### src/rtl/dec_pkg.sv
package dec_pkg;

   localparam int N_TGT = 9;
   localparam int N_REG = 11;

   typedef enum logic [1:0] {
      RESP_OKAY   = 2'b00,
      RESP_DECERR = 2'b11
   } resp_e;

   typedef enum logic [1:0] {
      K_FWD    = 2'd0,
      K_ABSORB = 2'd1,
      K_ERR    = 2'd2
   } dec_kind_e;

   // lower bound of region k
   function automatic logic [63:0] reg_lo(input int k);
      case (k)
         0:       return 64'h0000_0000;
         1:       return 64'h3000_0000;
         2, 3, 4, 5, 6:
                  return 64'h6001_0000 + 64'(k - 2) * 64'h1_0000;
         7:       return 64'h6010_0000;
         8:       return 64'h6400_0000;
         9:       return 64'h6800_0000;
         default: return 64'h7000_0000;
      endcase
   endfunction

   // upper bound (inclusive) of region k, top region reaches the end of space
   function automatic logic [63:0] reg_hi(input int k, input int aw);
      case (k)
         0:       return 64'h2EFF_FFFF;
         1:       return 64'h5FFF_FFFF;
         2, 3, 4, 5, 6:
                  return reg_lo(k) + 64'hFFFF;
         7:       return 64'h6011_FFFF;
         8:       return 64'h67FF_FFFF;
         9:       return 64'h6FFF_FFFF;
         default: return (64'd1 << aw) - 64'd1;
      endcase
   endfunction

   // downstream port of region k
   function automatic int reg_tgt(input int k);
      case (k)
         0, 1:          return 0;
         2, 3, 4, 5, 6: return k - 1;
         7:             return 6;
         8:             return 7;
         9:             return 8;
         default:       return 0;
      endcase
   endfunction

   // permission mask, bit m set when initiator code m may use region k
   function automatic logic [3:0] reg_allow(input int k);
      case (k)
         0, 1:          return 4'b0110;
         2, 3, 4, 5, 6: return 4'b0101;
         7, 8, 9:       return 4'b0111;
         default:       return 4'b0100;
      endcase
   endfunction

   function automatic bit is_spare(input int t);
      return (t == 4) || (t == 5) || (t == 7);
   endfunction

   // which SPARE_ATTACH bit belongs to spare port t
   function automatic int spare_bit(input int t);
      case (t)
         4:       return 0;
         5:       return 1;
         default: return 2;
      endcase
   endfunction

endpackage

### src/rtl/dec_region_match.sv
module dec_region_match #(
   parameter int ADDR_W  = 40,
   parameter int REG_IDX = 0
) (
   input  logic [ADDR_W-1:0] addr,
   output logic              hit
);
   import dec_pkg::*;

   localparam logic [63:0] LO = reg_lo(REG_IDX);
   localparam logic [63:0] HI = reg_hi(REG_IDX, ADDR_W);

   logic [63:0] a64;
   assign a64 = {{(64-ADDR_W){1'b0}}, addr};

   generate
      if (LO == 64'd0) begin : g_floor
         assign hit = (a64 <= HI);
      end else begin : g_window
         assign hit = (a64 >= LO) && (a64 <= HI);
      end
   endgenerate

endmodule

### src/rtl/dec_route.sv
module dec_route #(
   parameter int         N_REG        = 11,
   parameter int         N_TGT        = 9,
   parameter logic [2:0] SPARE_ATTACH = 3'b000
) (
   input  logic [N_REG-1:0] hit,
   input  logic [1:0]       master,
   output dec_pkg::dec_kind_e kind,
   output logic [N_TGT-1:0] sel_oh
);
   import dec_pkg::*;

   always_comb begin : p_route
      int         t;
      logic [3:0] allow;
      logic       perm;
      kind   = K_ERR;
      sel_oh = '0;
      t      = 0;
      allow  = '0;
      perm   = 1'b0;
      for (int r = 0; r < N_REG; r++) begin
         if (hit[r]) begin
            t     = reg_tgt(r);
            allow = reg_allow(r);
            perm  = allow[master];
            if (master == 2'b11) begin
               kind = K_ERR;
            end else if (is_spare(t) && (!perm || !SPARE_ATTACH[spare_bit(t)])) begin
               kind = K_ABSORB;
            end else if (perm) begin
               kind      = K_FWD;
               sel_oh[t] = 1'b1;
            end else begin
               kind = K_ERR;
            end
         end
      end
   end

endmodule

### src/rtl/dec_local_resp.sv
module dec_local_resp (
   input  logic          clk,
   input  logic          rst_n,
   input  logic          load_i,
   input  dec_pkg::resp_e code_i,
   input  logic          resp_ready_i,
   output logic          resp_valid_o,
   output dec_pkg::resp_e resp_code_o
);
   import dec_pkg::*;

   always_ff @(posedge clk) begin
      if (!rst_n) begin
         resp_valid_o <= 1'b0;
         resp_code_o  <= RESP_OKAY;
      end else if (load_i) begin
         resp_valid_o <= 1'b1;
         resp_code_o  <= code_i;
      end else if (resp_valid_o && resp_ready_i) begin
         resp_valid_o <= 1'b0;
      end
   end

endmodule

### src/rtl/initiator_addr_decoder.sv
module initiator_addr_decoder #(
   parameter int         ADDR_W       = 40,
   parameter int         DATA_W       = 32,
   parameter logic [2:0] SPARE_ATTACH = 3'b000
) (
   input  logic                       clk,
   input  logic                       rst_n,
   input  logic                       req_valid,
   output logic                       req_ready,
   input  logic [ADDR_W-1:0]          req_addr,
   input  logic [1:0]                 req_master,
   output logic [dec_pkg::N_TGT-1:0]  tgt_valid,
   input  logic [dec_pkg::N_TGT-1:0]  tgt_ready,
   output logic                       resp_valid,
   input  logic                       resp_ready,
   output logic [1:0]                 resp_code,
   output logic [DATA_W-1:0]          resp_rdata
);
   import dec_pkg::*;

   localparam int NT = N_TGT;
   localparam int NR = N_REG;

   generate
      if (ADDR_W < 31 || ADDR_W > 63) begin : g_bad_addr_w
         $error("ADDR_W must be between 31 and 63");
      end
      if (DATA_W < 8) begin : g_bad_data_w
         $error("DATA_W must be at least 8");
      end
   endgenerate

   logic [NR-1:0] hit;
   logic [NT-1:0] sel_oh;
   dec_kind_e     kind;
   logic          pending;
   logic          load;
   resp_e         load_code;
   resp_e         held_code;

   generate
      for (genvar r = 0; r < NR; r++) begin : g_region
         dec_region_match #(
            .ADDR_W  (ADDR_W),
            .REG_IDX (r)
         ) u_match (
            .addr (req_addr),
            .hit  (hit[r])
         );
      end
   endgenerate

   dec_route #(
      .N_REG        (NR),
      .N_TGT        (NT),
      .SPARE_ATTACH (SPARE_ATTACH)
   ) u_route (
      .hit    (hit),
      .master (req_master),
      .kind   (kind),
      .sel_oh (sel_oh)
   );

   assign pending   = resp_valid;
   assign tgt_valid = (req_valid && !pending) ? sel_oh : '0;
   assign req_ready = !pending && ((kind == K_FWD) ? |(sel_oh & tgt_ready) : 1'b1);
   assign load      = req_valid && req_ready && (kind != K_FWD);
   assign load_code = (kind == K_ERR) ? RESP_DECERR : RESP_OKAY;

   dec_local_resp u_resp (
      .clk          (clk),
      .rst_n        (rst_n),
      .load_i       (load),
      .code_i       (load_code),
      .resp_ready_i (resp_ready),
      .resp_valid_o (resp_valid),
      .resp_code_o  (held_code)
   );

   assign resp_code  = held_code;
   assign resp_rdata = '0;

endmodule

### config.mk
export PLATFORM = sky130hd
export DESIGN_NAME = initiator_addr_decoder
export DESIGN_NICKNAME = d
export VERILOG_FILES = /design/src/rtl/dec_pkg.sv /design/src/rtl/dec_region_match.sv /design/src/rtl/dec_route.sv /design/src/rtl/dec_local_resp.sv /design/src/rtl/initiator_addr_decoder.sv
export SDC_FILE = /design/constraint.sdc
export NUM_CORES = 1
export LEC_CHECK = 0
export ABC_AREA = 1
export ABC_CLOCK_PERIOD_IN_PS = 2400
export BUFFER_PORTS_ARGS = -buffer_cell sky130_fd_sc_hd__buf_2
export CAP_MARGIN = 25
export CORE_MARGIN = 3
export CORE_UTILIZATION = 35
export CTS_CLUSTER_SIZE = 24
export DETAILED_ROUTE_END_ITERATION = 8
export PLACE_DENSITY = 0.61
export SLEW_MARGIN = 20
export SYNTH_ARGS = -nofsm -noshare
export SYNTH_HDL_FRONTEND = slang
export SYNTH_HIERARCHICAL = 1
export SYNTH_SLANG_ARGS = --single-unit
export TNS_END_PERCENT = 10
### constraint.sdc
create_clock -name clk -period 2.4 [get_ports clk]
set_clock_uncertainty 0.15 [all_clocks]
set_input_delay 0.36 -clock clk [delete_from_list [all_inputs] [get_ports clk]]
set_output_delay 0.36 -clock clk [all_outputs]
set_load 0.01 [all_outputs]
==> results_dict.tcl, run 1 <==
set metrics [dict create \
    finalHoldViolations 0 \
    cp.required_ns 1.89 \
    clkTransAtPathRegs_ns 0.03 \
    hpwlAfterDp_um 4720 \
    multi_input_area_mm2 0.00160 \
    area_delta_synth_final_pct 38.0 \
    vias 2669 \
    pre_cts_ws_ns -0.219 \
    hold_path_class "in -> reg" \
    grt_overflow 0 \
    finalPower_mw 0.543 \
    final_antenna_net_count 0 \
    critical_path_class "in -> out" \
    worstHoldStart "rst_n" \
    cts_root_buffer "clkbuf_8" \
    drc 0 \
    ios 100 \
    clk_latency_ns 0.22 \
    min_period_over_period 1.04 \
    violations "negative setup slack" \
    die_y_um 82.5 \
    power_density_mw_per_mm2 192 \
    gp_congestion 0.863 \
    fin_ws_ns -0.107 \
    clockBufferDepth 2 \
    drtIter0Drc 85 \
    crit_fanout 3 \
    cts_made_buffers 3 \
    seq_area_frac_synth 0.0294 \
    rows 27 \
    grt_pass1_wl_um 8790 \
    ys_types 24 \
    utilization 0.507 \
    worst_ep_arrival_time_ns 2.00 \
    max-vdd-ir-drop_v 0.000190 \
    ys.warnings.count 6 \
    viasPerCell 4.22 \
    fmax_ghz 0.399 \
    start_kind "input port" \
    reg2reg_depth 6 \
    antennaDiodeCount 0 \
    ff2ff_setup_slack_ns 1.17 \
    clock-sinks 3 \
    die_area_mm2 0.00680 \
    netlist_instances 454 \
    p_leak_nw 1.65 \
    drive_gt1_frac 0.276 \
    fillers 634 \
    area.sequential_um2 60.1 \
    syn_area_mm2 0.00205 \
    final_nets 620 \
    drtPass1Iterations 4 \
    synth.avg_cell_area_um2 4.51 \
    grt_max_degree 12 \
    fin_crit_ns 2.51 \
    rsz0062_at_grt "true" \
    whs_endpoint "u_resp/resp_valid_o$_SDFFE_PN0P_" \
    setup_violations 1 \
    report.final.slew_viol_count 0 \
    cts_htree_levels 1 \
    min_path_cells 3 \
    fp.dieW_um 82.5 \
    antenna_found_initial 0 \
    ys_ff_latch 3 \
    endpoint_kind "primary output" \
    drv_cap 0 \
    grt_usage 0.160 \
    start_util 0.367 \
    io_buffers 64 \
    timing.rr.end "u_resp/resp_code_o[0]$_SDFFE_PN0P_" \
    coreArea_mm2 0.00557 \
    grt_pass1_vias 2187 \
    drt-wirelength-per-cell_um 8.85 \
    tritoncts "yes" \
    outcome "finished, violations left" \
    cts_hold_buf 0 \
    drt_wl_total_um 5600 \
    r2r_start "u_resp/resp_valid_o$_SDFFE_PN0P_" \
]
Yosys cell counts:
library cell	count	area share
o21ai_1	1	0.0024
dfxtp_1	3	0.029
nor3_2	1	0.0049
a21o_2	1	0.0043
and2_1	1	0.0031
ha_1	3	0.018
nor2_2	11	0.034
a21oi_2	1	0.0043
nor3_1	2	0.0049
or2_0	1	0.0031
nand2_2	3	0.0092
o21ai_4	1	0.0080
nand3_1	23	0.056
nand3b_1	2	0.0073
conb_1	2	0.0037
o31ai_1	1	0.0037
a21oi_1	3	0.0073
inv_1	80	0.15
o21ai_0	3	0.0073
nand2_1	124	0.23
nand4_1	6	0.018
inv_2	5	0.0092
buf_4	35	0.13
nor2_1	141	0.26
registers in the layout, summed over array words and instances, names as in the netlist:
signal and count:
u_resp/resp_code_o 2, u_resp/resp_valid_o 1
power by group:
group	total (mW)	internal [mW]	switching (mW)	leakage, nW
combinational	0.339	0.142	0.197	1.60
sequential	0.0564	0.0545	0.00194	0.0249
clock	0.147	0.113	0.0340	0.0228
total	0.543	0.310	0.233	1.65
metrics by stage:
step | area (um^2) | hold slack (ns) | instances | setup TNS (ns)
global placement | 2610 | 0.332 | 627 | -0.197
CTS | 2790 | 0.230 | 633 | -0.111
global route | 2820 | 0.249 | 633 | -0.338
finish | 2820 | 0.229 | 633 | -0.107
floorplan | 2170 | 0.332 | 487 | 0
detailed placement | 2610 | 0.333 | 627 | -0.219
worst max-delay path by stage:
stage            startpoint        end  slack [ns]  cells past startpoint
2_1_floorplan  req_addr[22]  req_ready        0.19                     18
3_3_place_gp   req_addr[31]  req_ready       -0.20                     22
3_5_place_dp   req_addr[31]  req_ready       -0.22                     22
4_1_cts        req_addr[16]  req_ready       -0.11                     22
5_1_grt        req_addr[31]  req_ready       -0.34                     21
6_report       req_addr[31]  req_ready       -0.11                     21
worst max-delay path, stage by stage:
cell and delay [ns]:
buf_6 0.10, buf_6 0.12, inv_4 0.05, nand2_2 0.04
nor3_2 0.16, nand3_1 0.11, nor2_2 0.13, inv_2 0.06
nand2_2 0.06, nor2_2 0.04, nand2_1 0.05, nand3_1 0.06
nand2_1 0.08, nand2_2 0.07, nor2_4 0.11, nand2_2 0.05
nor2_2 0.07, nand3_1 0.07, nand2_1 0.06, inv_1 0.03
buf_2 0.12
cell usage in the layout, fill, tap and decap left out, types with 2 or more instances in the layout:
cell,instances
nor2_2,20
dfxtp_1,3
nand2_2,8
inv_1,76
nand3_2,2
buf_2,57
ha_1,3
nor2_1,129
nand3b_1,2
nand3_1,21
nand2_1,119
clkbuf_8,3
nor3_2,2
buf_4,35
buf_6,11
o21ai_0,3
conb_1,35
nor2_4,3
nand4_1,6
a21oi_1,3
inv_2,8
layer usage:
layer  wire length (um)  global-route usage  part of all wire
met4                 42              0.0349            0.0075
met2               2770               0.305              0.49
met5                  0                   0                 0
met3                279             0.00434             0.050
met1               2510               0.196              0.45
final cells by class:
class,count,area share
Sequential cell,3,0.0213
Clock buffer,4,0.0160
Timing Repair Buffer,105,0.250
Inverter,85,0.114
Multi-Input combinational cell,364,0.567
Tap cell,72,0.0319
repair_timing:
item	CTS	global route
pin swaps	27	14
gates resized for setup	34	14
endpoints found under the hold margin	0	0
setup endpoints to repair	1	3
setup buffers	2	0
logic make-up after synthesis:
group                    Yosys count  synth area share
AND/OR/NAND/NOR                  315             0.627
AO/OA/AOI/OAI                     11            0.0373
flip-flops                         3            0.0294
other                              2           0.00367
adder cells (fa/ha/maj)            3            0.0184
buffers and inverters            120             0.284
Note: power is estimated with default switching activity, not from simulation.
==> inputs of run 2 (changes only) <==
CORE_UTILIZATION = 48   (was 35)
PLACE_DENSITY = 0.8   (was 0.61)
==> run 2 against run 1 <==
The flow still finishes with violations (negative setup slack); final area up 4.1%; wire length rose by 11%; first-iteration DRC count increased by 85%; clock power fell by 3%; cell count down 3.0%; critical path depth unchanged; sequential power up 0.9%; maximum frequency down 4.1%.
==> results_dict.tcl, run 2 (synthesis results as in run 1) <==
set metrics [dict create \
    outcome "finished, violations left" \
    crit_fanout 5 \
    setup_violations 1 \
    largest_register_ffs 2 \
    worstHoldStart "rst_n" \
    reg2reg_depth 6 \
    fillers 347 \
    r2r_start "u_resp/resp_valid_o$_SDFFE_PN0P_" \
    min_period_over_period 1.09 \
    drtIter0Drc 157 \
    antenna_found_initial 0 \
    hpwlAfterDp_um 4630 \
    rsz0062_at_grt "true" \
    final_common_cell "nor2_1" \
    finalPower_mw 0.572 \
    grt_pass1_wl_um 9200 \
    final_area_mm2 0.00294 \
    worst_ep_arrival_time_ns 2.10 \
    hold_path_class "in -> reg" \
    cts_htree_levels 1 \
    drive_gt1_frac 0.310 \
    finalHoldViolations 0 \
    crit_path_end "req_ready" \
    vias 2832 \
    grt_overflow 0 \
    place_inst 604 \
    grt_max_degree 12 \
    viasPerCell 4.61 \
    stdcell_count 614 \
    tritoncts "yes" \
    clk_latency_ns 0.21 \
    drtPass1Iterations 7 \
    ios 100 \
    critical_path_class "in -> out" \
    gp_congestion 0.892 \
    grt_usage 0.211 \
    utilization 0.724 \
    crit_top_cell "nand2_1" \
    area_delta_synth_final_pct 43.7 \
    cts_hold_buf 0 \
    p_leak_nw 1.69 \
    timing.rr.end "u_resp/resp_code_o[0]$_SDFFE_PN0P_" \
    antennaDiodeCount 0 \
    cp.required_ns 1.89 \
    clkTransAtPathRegs_ns 0.03 \
    top_regs "u_resp/resp_code_o: 2 flops, u_resp/resp_valid_o: 1 flops" \
    crit_chain "buf_8 > inv_2 > nor2_2 > nand2_1 > nor2_1 > nand3_1 > nand2_1 > nand2_1 > nor2_2 > nor2_2 > nand3_1 > a21oi_1 > nand2_1 > nand2_2 > nor2_2 > nand2_1 > nor2_1 > nand3_1 > nand2_1 > inv_1 > buf_2" \
    report.final.slew_viol_count 0 \
    crit_start "req_addr[20]" \
    top_register "u_resp/resp_code_o" \
    endpoint_kind "primary output" \
    die_area_mm2 0.00508 \
    ff2ff_setup_slack_ns 1.20 \
    layout_common_cells "nor2_1 (122), nand2_1 (112), inv_1 (74), buf_2 (47), buf_4 (38)" \
    power_density_mw_per_mm2 195 \
    cts_made_buffers 3 \
    drc 0 \
    slowest_delay_ns 0.15 \
    rows 23 \
    io_buffers 64 \
    whs_ns 0.246 \
    pre_cts_ws_ns -0.240 \
    coreArea_mm2 0.00406 \
    start_kind "input port" \
    violations "negative setup slack" \
    cp_slowest_cell "nor2_2" \
    drt_wl_total_um 6210 \
    placed_cell_area_mm2 0.00257 \
    drt-wirelength-per-cell_um 10.1 \
    start_util 0.504 \
    cts_root_buffer "clkbuf_8" \
    clockBufferDepth 2 \
    die_y_um 71.3 \
    clock-sinks 3 \
    max-vdd-ir-drop_v 0.000130 \
    fin_ws_ns -0.214 \
    tns_ns -0.214 \
    fmax_ghz 0.383 \
    drv_cap 0 \
    final_nets 623 \
    fp.dieW_um 71.3 \
    fin_crit_ns 2.61 \
    grt_pass1_vias 2327 \
    final_antenna_net_count 0 \
]
[run 2: changes by cell type in the layout (fill, tap and decap cells not counted), sizes merged]
| cell | change |
|---|---|
| buf | +3 |
[run 2: what timing repair did]
action / CTS / global route
resized for setup: 28 / 67
setup endpoints to repair: 1 / 2
buffers inserted: 3 / 3
pin swaps: 22 / 46
[run 2: worst min path at each step]
stage | endpoint | cells after the start | slack [ns]
final | u_resp/resp_valid_o$_SDFFE_PN0P_ | 3 | 0.25
after global routing | u_resp/resp_valid_o$_SDFFE_PN0P_ | 3 | 0.26
after CTS | u_resp/resp_valid_o$_SDFFE_PN0P_ | 3 | 0.24
after detailed placement | u_resp/resp_valid_o$_SDFFE_PN0P_ | 2 | 0.34
after global placement | u_resp/resp_code_o[1]$_SDFFE_PN0P_ | 2 | 0.33
after floorplan | u_resp/resp_valid_o$_SDFFE_PN0P_ | 2 | 0.33
[run 2: cell type report]
class | count | area (um^2) | area share
Multi-Input combinational cell | 364 | 1660 | 0.564
Tap cell | 50 | 62.6 | 0.0213
Inverter | 85 | 322 | 0.109
Sequential cell | 3 | 60.1 | 0.0204
Timing Repair Buffer | 108 | 791 | 0.269
Clock buffer | 4 | 45.0 | 0.0153
[run 2: routing by layer]
layer / track usage / part of all wire
met5: 0 / 0
met3: 0.0351 / 0.089
met4: 0.0292 / 0.0064
met1: 0.255 / 0.38
met2: 0.396 / 0.52
[run 2: worst max-delay path: cells and delay by family]
family | cells | cell delay (ns)
AOI/OAI and AO/OA | 1 | 0.07
and+or+nand+nor | 16 | 1.40
buffers and inverters | 4 | 0.27
[run 2: where the power goes]
part | internal [mW] | switching [mW]
clock network | 0.113 | 0.0288
registers | 0.0545 | 0.00234
logic | 0.159 | 0.214
==> inputs of run 3 (changes only) <==
CORE_UTILIZATION = 38   (was 48)
PLACE_DENSITY = 0.79   (was 0.8)
SYNTH_HIERARCHICAL = default   (was 1)
==> run 3 against run 2 <==
The flow still finishes with violations (negative setup slack); non-clock buffer count is 47 lower; clock-buffer cell count down 1; critical path depth down 7; maximum frequency is 6.9% higher; synthesized cell count fell by 57%; clock power shrank 41%; cell count shrank 54%; die area down 31%; final area shrank 51%; highest routed layer unchanged.
==> results_dict.tcl, run 3 <==
set metrics [dict create \
    outcome "finished, violations left" \
    violations "negative setup slack" \
    seq_area_frac_synth 0.0371 \
    synth_edf_count 0 \
    io_buffers 45 \
    netlist_instances 193 \
    grt_usage 0.136 \
    synth.avg_cell_area_um2 5.59 \
    clkTransAtPathRegs_ns 0.03 \
    die_area_mm2 0.00351 \
    worst_ep_arrival_time_ns 1.93 \
    synthTopCellsByCount "nand2_1 (43), buf_4 (36), nor2_1 (32), inv_1 (23)" \
    clock-sinks 2 \
    globalRouteMet1Util 0.163 \
    grt_overflow 0 \
    postSynth.asyncResetShare 0 \
    synth_top_area_cell "buf_4" \
    tns_ns -0.0445 \
    tritoncts "yes" \
    cp.required_ns 1.89 \
    final_nets 316 \
    synthMostInstantiatedCell "nand2_1" \
    fmax_ghz 0.409 \
    ys_ff_latch 2 \
    ys.flop_type "dfxtp_1" \
    cts_root_buffer "clkbuf_4" \
    busiest_layer "met2" \
    fillers 278 \
    drive_gt1_frac 0.369 \
    power_frac_seq 0.141 \
    fp.dieW_um 59.3 \
    synth_area_leaders "buf_4 (25%), nand2_1 (15%), nor2_1 (11%), inv_1 (8.0%), ha_1 (4.6%)" \
    antenna_found_initial 0 \
    die_y_um 59.3 \
    gp_congestion 0.809 \
    p_leak_nw 0.857 \
    hpwlAfterDp_um 2160 \
    final_antenna_net_count 0 \
    critical_path_class "in -> out" \
    grt_max_degree 9 \
    finalHoldViolations 0 \
    drtIter0Drc 70 \
    comb_power_share 0.550 \
    top_regs "u_resp.resp_code_o: 1 flops, u_resp.resp_valid_o: 1 flops" \
    rows 18 \
    power_frac_clock 0.309 \
    rsz0062_at_grt "true" \
    ys_types 26 \
    start_kind "input port" \
    layout_common_cells "nand2_1 (39), buf_2 (37), conb_1 (35), nor2_1 (25), inv_1 (22)" \
    max-vdd-ir-drop_v 0.000182 \
    use_met3 0.00654 \
    drtPass1Iterations 4 \
    yosys.area.top_type_share 0.251 \
    vias 1225 \
    pre_cts_ws_ns -0.0238 \
    setup_violations 1 \
    area_delta_synth_final_pct 33.9 \
    crit_fanout 8 \
    ios 100 \
    cts_htree_levels 1 \
    syn_area_mm2 0.00108 \
    drv_cap 0 \
    grt_pass1_vias 1012 \
    viasPerCell 4.30 \
    antennaDiodeCount 0 \
    min_period_over_period 1.02 \
    start_util 0.416 \
    switching_share 0.435 \
    reg2reg_depth 5 \
    coreArea_mm2 0.00259 \
    drt-wirelength-per-cell_um 8.92 \
    grt_pass1_wl_um 3910 \
    clockBufferDepth 2 \
    endpoint_kind "primary output" \
    power_density_mw_per_mm2 187 \
    final_common_cell "nand2_1" \
    power.internal_mw 0.152 \
    min_path_cells 3 \
    report.final.slew_viol_count 0 \
    fin_crit_ns 2.44 \
    drt_wl_total_um 2540 \
    cts_made_buffers 3 \
    fin_ws_ns -0.0445 \
    clk_latency_ns 0.24 \
    cts_hold_buf 0 \
    hold_path_class "in -> reg" \
    ys.warnings.count 0 \
    p_sw_mw 0.117 \
    use_met2 0.259 \
    drc 0 \
]
-- run 3: cell count changes in the layout (fill, tap and decap cells not counted), moves of 10 or more --
cell / delta
nor2_2: -18
buf_6: -14
nand3_1: -12
buf_4: -20
buf_2: -10
nand2_1: -73
nor2_1: -97
inv_1: -52
-- run 3: cell families (layout without fill, tap and decap cells) --
group | Yosys count | after routing | synth area share
other cells | 1 | 35 | 0.00348
simple gates | 110 | 110 | 0.495
flops | 2 | 2 | 0.0371
buf+inv | 60 | 88 | 0.334
fa+ha+maj | 4 | 4 | 0.0464
compound gates | 16 | 16 | 0.0835
-- run 3: metrics by stage --
step	total power, mW	utilization	hold WS, ns	instance area [um^2]	std cells
2_1_floorplan	0.154	-	0.331	1210	227
3_3_place_gp	0.165	0.503	0.295	1300	280
3_5_place_dp	0.167	0.503	0.298	1300	280
4_1_cts	0.251	0.521	0.227	1350	283
5_1_grt	0.292	0.557	0.226	1440	285
6_report	0.269	0.557	0.223	1440	285
-- run 3: power groups by stage --
stage	sequential, mW	clock (mW)	combinational, mW
after floorplan	0.0399	0	0.115
after global placement	0.0385	0	0.127
after detailed placement	0.0385	0	0.129
after CTS	0.0381	0.0797	0.133
after global routing	0.0385	0.0875	0.166
final	0.0380	0.0832	0.148
-- run 3: area by class of cell --
type	count	area, um^2	share of cell area
inverters	24	90.1	0.0624
multi-input cells	165	866	0.600
flip-flops and latches	2	40.0	0.0277
well taps	30	37.5	0.0260
repair buffers	61	388	0.269
clock buffers	3	22.5	0.0156
-- run 3: worst max-delay path, stage by stage --
cell     delay, ns
buf_6         0.09
nor2_4        0.09
nand2_2       0.07
nor2_4        0.18
nand2_4       0.09
nor2_8        0.18
nand3_2       0.09
or2_1         0.25
nor2_2        0.10
nor2_1        0.04
nand2_1       0.06
nor2_1        0.04
a21oi_1       0.13
buf_2         0.15
-- run 3: layer usage --
layer | up-vias | wire length, um
li1 | 660 | -
met5 | - | 0
met2 | 44 | 1340
met4 | 0 | 29
met3 | 3 | 193
met1 | 518 | 977
-- run 3: path summary, 6_finish.rpt --
check	slack (ns)	startpoint	to
hold reg to reg	0.30	u_resp.resp_code_o[0]$_SDFFE_PN0P_	u_resp.resp_code_o[0]$_SDFFE_PN0P_
setup / recovery	-0.04	req_addr[34]	req_ready
setup reg to reg	1.31	u_resp.resp_valid_o$_SDFFE_PN0P_	u_resp.resp_valid_o$_SDFFE_PN0P_
hold / removal	0.22	rst_n	u_resp.resp_code_o[0]$_SDFFE_PN0P_
-- run 3: what timing repair did --
item	CTS	global route
pin swaps	0	20
setup endpoints to repair	1	1
setup buffers	0	2
gates resized for setup	5	23
